### src/rtl/stk_pkg.sv
package stk_pkg;

    localparam int CODE_W_DEF   = 10;
    localparam int SKEW_W_DEF   = 4;
    localparam int CODE_RST_DEF = 167;

    typedef enum logic [1:0] {
        ST_IDLE   = 2'd0,
        ST_ARMED  = 2'd1,
        ST_SEARCH = 2'd2,
        ST_LOCK   = 2'd3
    } stk_state_e;

    typedef enum logic [1:0] {
        V_ALIGNED = 2'd0,
        V_INC     = 2'd1,
        V_DEC     = 2'd2,
        V_MIXED   = 2'd3
    } verdict_e;

    typedef struct packed {
        logic     vld;
        verdict_e kind;
    } verdict_t;

    // window length in cycles for a given skew code
    function automatic int unsigned avg_len(input int unsigned skew_code,
                                            input int unsigned steps,
                                            input int unsigned unit);
        return (steps - skew_code) * unit;
    endfunction

    // majority decision over one averaging window
    function automatic verdict_e classify(input int unsigned n_early,
                                          input int unsigned n_late,
                                          input int unsigned n_algn,
                                          input int unsigned len);
        if (2 * n_late > len)       return V_DEC;
        else if (2 * n_early > len) return V_INC;
        else if (2 * n_algn > len)  return V_ALIGNED;
        else                        return V_MIXED;
    endfunction

endpackage

### src/rtl/stk_window_avg.sv
module stk_window_avg
    import stk_pkg::*;
#(
    parameter int SKEW_W   = SKEW_W_DEF,
    parameter int AVG_UNIT = 256
) (
    input  logic              clk,
    input  logic              rst,
    input  logic              run,
    input  logic [SKEW_W-1:0] skew,
    input  logic              pre_smp,
    input  logic              pst_smp,
    output verdict_t          verdict
);
    localparam int STEPS   = 2 ** SKEW_W;
    localparam int LEN_MAX = STEPS * AVG_UNIT;
    localparam int CNT_W   = $clog2(LEN_MAX + 1);

    logic [CNT_W-1:0] cnt, len;
    logic [CNT_W-1:0] n_early, n_late, n_algn;
    logic [CNT_W-1:0] t_early, t_late, t_algn;
    logic             expire;

    always_comb begin
        len     = CNT_W'(avg_len(32'(skew), STEPS, AVG_UNIT));
        t_early = n_early + CNT_W'(!pre_smp && !pst_smp);
        t_late  = n_late  + CNT_W'(pre_smp && pst_smp);
        t_algn  = n_algn  + CNT_W'(!pre_smp && pst_smp);
        expire  = (cnt >= len - CNT_W'(1));
    end

    always_ff @(posedge clk) begin
        if (rst || !run) begin
            cnt          <= '0;
            n_early      <= '0;
            n_late       <= '0;
            n_algn       <= '0;
            verdict.vld  <= 1'b0;
            verdict.kind <= V_MIXED;
        end else begin
            verdict.vld <= expire;
            if (expire) begin
                verdict.kind <= classify(32'(t_early), 32'(t_late),
                                         32'(t_algn), 32'(len));
                cnt     <= '0;
                n_early <= '0;
                n_late  <= '0;
                n_algn  <= '0;
            end else begin
                cnt     <= cnt + CNT_W'(1);
                n_early <= t_early;
                n_late  <= t_late;
                n_algn  <= t_algn;
            end
        end
    end
endmodule

### src/rtl/stk_mode_fsm.sv
module stk_mode_fsm
    import stk_pkg::*;
#(
    parameter int LOCK_N   = 8,
    parameter int UNLOCK_N = 4
) (
    input  logic       clk,
    input  logic       rst,
    input  logic [1:0] ctrl,
    input  verdict_t   verdict,
    output logic       active,
    output logic [7:0] status
);
    localparam int LK_W = $clog2(LOCK_N + 1);
    localparam int UL_W = $clog2(UNLOCK_N + 1);

    stk_state_e      state;
    logic [LK_W-1:0] align_run;
    logic [UL_W-1:0] miss_run;
    logic            good;

    assign good = (verdict.kind == V_ALIGNED);

    always_ff @(posedge clk) begin
        if (rst) begin
            state     <= ST_IDLE;
            align_run <= '0;
            miss_run  <= '0;
        end else begin
            case (state)
                ST_IDLE: begin
                    align_run <= '0;
                    miss_run  <= '0;
                    if (ctrl == 2'b10) state <= ST_ARMED;
                end
                ST_ARMED: begin
                    if (ctrl == 2'b11)      state <= ST_SEARCH;
                    else if (ctrl != 2'b10) state <= ST_IDLE;
                end
                ST_SEARCH: begin
                    if (ctrl != 2'b11) begin
                        state <= ST_IDLE;
                    end else if (verdict.vld) begin
                        if (!good) begin
                            align_run <= '0;
                        end else if (align_run == LK_W'(LOCK_N - 1)) begin
                            align_run <= '0;
                            miss_run  <= '0;
                            state     <= ST_LOCK;
                        end else begin
                            align_run <= align_run + LK_W'(1);
                        end
                    end
                end
                default: begin
                    if (ctrl != 2'b11) begin
                        state <= ST_IDLE;
                    end else if (verdict.vld) begin
                        if (good) begin
                            miss_run <= '0;
                        end else if (miss_run == UL_W'(UNLOCK_N - 1)) begin
                            miss_run  <= '0;
                            align_run <= '0;
                            state     <= ST_SEARCH;
                        end else begin
                            miss_run <= miss_run + UL_W'(1);
                        end
                    end
                end
            endcase
        end
    end

    always_comb begin
        active = (state == ST_SEARCH) || (state == ST_LOCK);
        status = 8'h00;
        if (state == ST_LOCK) begin
            status[0] = 1'b1;
            status[2] = 1'b1;
        end
    end
endmodule

### src/rtl/stk_delay_reg.sv
module stk_delay_reg
    import stk_pkg::*;
#(
    parameter int CODE_W    = CODE_W_DEF,
    parameter int CODE_INIT = CODE_RST_DEF,
    parameter int CODE_OFS  = 0
) (
    input  logic              clk,
    input  logic              rst,
    input  logic              active,
    input  verdict_t          verdict,
    output logic [CODE_W-1:0] strobe_code,
    output logic [CODE_W-1:0] sample_code
);
    localparam logic [CODE_W-1:0] CMAX = '1;

    always_ff @(posedge clk) begin
        if (rst) begin
            strobe_code <= CODE_W'(CODE_INIT);
        end else if (active && verdict.vld) begin
            if (verdict.kind == V_INC && strobe_code != CMAX)
                strobe_code <= strobe_code + CODE_W'(1);
            else if (verdict.kind == V_DEC && strobe_code != '0)
                strobe_code <= strobe_code - CODE_W'(1);
        end
    end

    generate
        if (CODE_OFS == 0) begin : g_same
            assign sample_code = strobe_code;
        end else begin : g_offset
            always_comb begin
                int s;
                s = int'(strobe_code) + CODE_OFS;
                if (s < 0)                s = 0;
                else if (s > int'(CMAX))  s = int'(CMAX);
                sample_code = CODE_W'(s);
            end
        end
    endgenerate
endmodule

### src/rtl/strobe_track_loop.sv
module strobe_track_loop
    import stk_pkg::*;
#(
    parameter int CODE_W    = CODE_W_DEF,
    parameter int SKEW_W    = SKEW_W_DEF,
    parameter int AVG_UNIT  = 256,
    parameter int CODE_INIT = CODE_RST_DEF,
    parameter int CODE_OFS  = 0,
    parameter int LOCK_N    = 8,
    parameter int UNLOCK_N  = 4
) (
    input  logic              clk,
    input  logic              rst,
    input  logic [1:0]        ctrl,
    input  logic [SKEW_W-1:0] skew,
    input  logic              pre_smp,
    input  logic              pst_smp,
    output logic [CODE_W-1:0] strobe_dly,
    output logic [CODE_W-1:0] sample_dly,
    output logic [7:0]        status
);
    verdict_t verdict;
    logic     active;

    stk_window_avg #(.SKEW_W(SKEW_W), .AVG_UNIT(AVG_UNIT)) u_avg (
        .clk(clk), .rst(rst), .run(active), .skew(skew),
        .pre_smp(pre_smp), .pst_smp(pst_smp), .verdict(verdict)
    );

    stk_mode_fsm #(.LOCK_N(LOCK_N), .UNLOCK_N(UNLOCK_N)) u_fsm (
        .clk(clk), .rst(rst), .ctrl(ctrl), .verdict(verdict),
        .active(active), .status(status)
    );

    stk_delay_reg #(.CODE_W(CODE_W), .CODE_INIT(CODE_INIT), .CODE_OFS(CODE_OFS)) u_code (
        .clk(clk), .rst(rst), .active(active), .verdict(verdict),
        .strobe_code(strobe_dly), .sample_code(sample_dly)
    );
endmodule

### config.mk
export PLATFORM = sky130hd
export DESIGN_NAME = strobe_track_loop
export DESIGN_NICKNAME = d
export VERILOG_FILES = /design/src/rtl/stk_pkg.sv /design/src/rtl/stk_window_avg.sv /design/src/rtl/stk_mode_fsm.sv /design/src/rtl/stk_delay_reg.sv /design/src/rtl/strobe_track_loop.sv
export SDC_FILE = /design/constraint.sdc
export NUM_CORES = 1
export LEC_CHECK = 0
export BUFFER_PORTS_ARGS = -buffer_cell sky130_fd_sc_hd__buf_2
export CORE_ASPECT_RATIO = 0.9
export CORE_MARGIN = 2
export CORE_UTILIZATION = 55
export CTS_CLUSTER_SIZE = 8
export DETAILED_ROUTE_END_ITERATION = 12
export HOLD_SLACK_MARGIN = 0.02
export PLACE_DENSITY = 0.74
export SLEW_MARGIN = 10
export SYNTH_ARGS = -nofsm -noshare
export SYNTH_HDL_FRONTEND = slang
export SYNTH_SLANG_ARGS = --single-unit
export TNS_END_PERCENT = 5
### constraint.sdc
create_clock -name clk -period 6.2 [get_ports clk]
set_clock_uncertainty 0.2 [all_clocks]
set_input_delay 0.93 -clock clk [delete_from_list [all_inputs] [get_ports clk]]
set_output_delay 0.93 -clock clk [all_outputs]
set_load 0.1 [all_outputs]
==> results_dict.tcl <==
set metrics [dict create \
    crit_required_ps 6300 \
    timing.final.crit_share_pct 65.7 \
    async_reset_ff_share_pct 0 \
    status "completed" \
    cts_resized 0 \
    vias 3524 \
    antenna_left 0 \
    grt_pass1_wl_um 14300 \
    post-route-drc-count 0 \
    grt_usage_pct 20.1 \
    worstHoldPathCells 1 \
    die_area_um2 8830 \
    post-route-util_pct 59.6 \
    critical_path.max_fanout 52 \
    pwr_density_cell_nw_per_um2 198 \
    ys_types 64 \
    yosys_warnings 0 \
    ys_seq_elements 74 \
    synth_area_um2 4450 \
    synthToLayoutAreaGrowth_pct 6.41 \
    irDropWorstVdd_mv 0.127 \
    syn_area_per_cell_um2 8.71 \
    arrival_ps 4170 \
    drive_above_1_share_pct 12.8 \
    via_per_inst 5.58 \
    core_um2 7950 \
    slew_violations 0 \
    totalWireLength_um 8480 \
    clk_latency_ps 350 \
    rsz0062_at_grt "no" \
    die_w_um 98.8 \
    gp_congestion 0.801 \
    final_cell_mix "dfxtp_1 (74), nor2_1 (70), ha_1 (38)" \
    min_period_ps 4070 \
    fillers 696 \
    worstRegToRegCells 10 \
    synth_edf_count 0 \
    synth_top_area_share_pct 33.3 \
    final_nets 578 \
    cap_violations 0 \
    htree_levels 3 \
    wl_per_cell_um 13.4 \
    synth_flop_cell "dfxtp_1" \
    die_h_um 89.3 \
    grt_overflow_total 0 \
    antenna_cells 0 \
    relSlewSlack_pct 56.6 \
    clock.fmax_mhz 246 \
    worstMarginPinSlew_ps 652 \
    initial_utilization_pct 56.0 \
    crit_path_start_kind "primary input" \
    grt_max_degree 53 \
    ctsHoldBuffers 0 \
    yosysSeqAreaShare_pct 33.3 \
    fin_ws_ps 2130 \
    holdCritPathClass "flip-flop to flip-flop" \
    crit_type "primary input to flip-flop" \
    rows 31 \
    cts_sinks 74 \
    cts_buffers 9 \
    p_leak_uw 0.00193 \
    port-buffer-count 31 \
    final_common_cell "dfxtp_1" \
    place_hpwl_um 6290 \
    root_buffer "clkbuf_8" \
    yosysTopAreaCell "dfxtp_1" \
    dr.pass1.iters 4 \
    ios 38 \
    grt_antenna_before_repair 0 \
    clk_pin_slew_ps 80 \
    cts_setup_buffers 0 \
    endpoint_kind "flip-flop" \
    cts_tree "yes" \
    place_ws_ps 1750 \
    synth_cells 511 \
    tns_ps 0 \
    grt_pass1_vias 3231 \
    synth_area_leaders "dfxtp_1 (33%), ha_1 (11%), nor2_1 (5.9%)" \
    drt-initial-drc-count 129 \
    finalSetupViolations 0 \
    clock_path_buffers 2 \
    hold_viol 0 \
]
==> worst max-delay path: stages <==
cell      delay (ps)
buf_2            190
inv_1             90
ha_1             220
xor2_1           320
nand3_1          160
xnor2_1          150
ha_1             320
and4_4           200
a221oi_2         210
o21ai_1          130
a41oi_4          310
nand3_4          520
and2b_1          380
==> sequential cells by signal (all words and copies together), names as in the netlist <==
name,count
u_avg.n_late,13
u_fsm.state,2
u_fsm.miss_run,3
u_fsm.align_run,4
u_avg.cnt,13
u_avg.n_algn,13
u_avg.n_early,13
u_code.sample_code,10
u_avg.verdict,3
==> synthesized netlist by cell type (2+ instances only) <==
cell type and count:
a211oi_1 4, a21o_1 5, a21oi_1 19, a31oi_1 2
and2_1 3, and3_1 9, buf_2 2, buf_4 17
buf_6 6, clkbuf_1 4, dfxtp_1 74, ha_1 38
inv_1 20, mux2i_1 7, nand2_1 34, nand3_1 23
nand3b_1 2, nand4_1 13, nand4b_1 3, nor2_1 70
nor2b_1 14, nor2b_2 9, nor3_1 11, nor3b_1 4
nor4_1 5, o211ai_1 6, o21ai_0 15, or3_1 4
or3b_1 2, xnor2_1 23, xor2_1 30
==> worst paths after layout <==
kind,from,slack (ps),end
hold reg to reg,u_avg.cnt[0]$_SDFF_PP0_,280,u_avg.cnt[0]$_SDFF_PP0_
setup / recovery,skew[0],2130,u_avg.n_early[2]$_SDFF_PP0_
hold / removal,u_avg.cnt[0]$_SDFF_PP0_,280,u_avg.cnt[0]$_SDFF_PP0_
setup reg to reg,u_code.sample_code[0]$_SDFFE_PP1P_,2880,u_code.sample_code[9]$_SDFFE_PP0P_
==> report_power, final <==
group          switching (uW)  internal (uW)  leakage (uW)
Sequential               1.06            475      0.000596
Clock                     177            224     0.0000984
Combinational            42.1           17.3       0.00124
Total                     220            717       0.00193
==> metrics by stage <==
stage	std cells	power, uW	cell area [um2]	hold WS [ps]
2_1_floorplan	516	537	4470	241
6_report	632	937	4740	282
5_1_grt	632	975	4740	309
3_3_place_gp	617	545	4530	258
3_5_place_dp	617	546	4530	270
4_1_cts	632	949	4740	290
==> kinds of logic after synthesis <==
family | Yosys count | share of synthesized area [%]
compound gates | 70 | 11.0
other cells | 1 | 0.0843
buf+inv | 50 | 6.72
fa+ha+maj | 39 | 11.1
flops | 74 | 33.3
xor+xnor | 53 | 10.4
simple gates | 216 | 25.5
mux | 8 | 1.83
==> final cells by class <==
cell class	instances	area (um2)	share of cell area, %
Sequential cell	74	1480	31.3
Clock inverter	5	80.1	1.69
Multi-Input combinational cell	392	2690	56.8
Inverter	21	78.8	1.66
Clock buffer	10	128	2.69
Timing Repair Buffer	31	155	3.28
Tap cell	99	124	2.62
==> metal layers <==
layer / part of all wire, % / vias up / GRT usage (%)
met5: 0 / - / 0
met4: 1.8 / 0 / 7.22
met3: 3.5 / 17 / 4.93
met2: 46 / 65 / 32.5
met1: 49 / 1646 / 26.4
li1: - / 1796 / -
(Power assumes the default switching activity.)
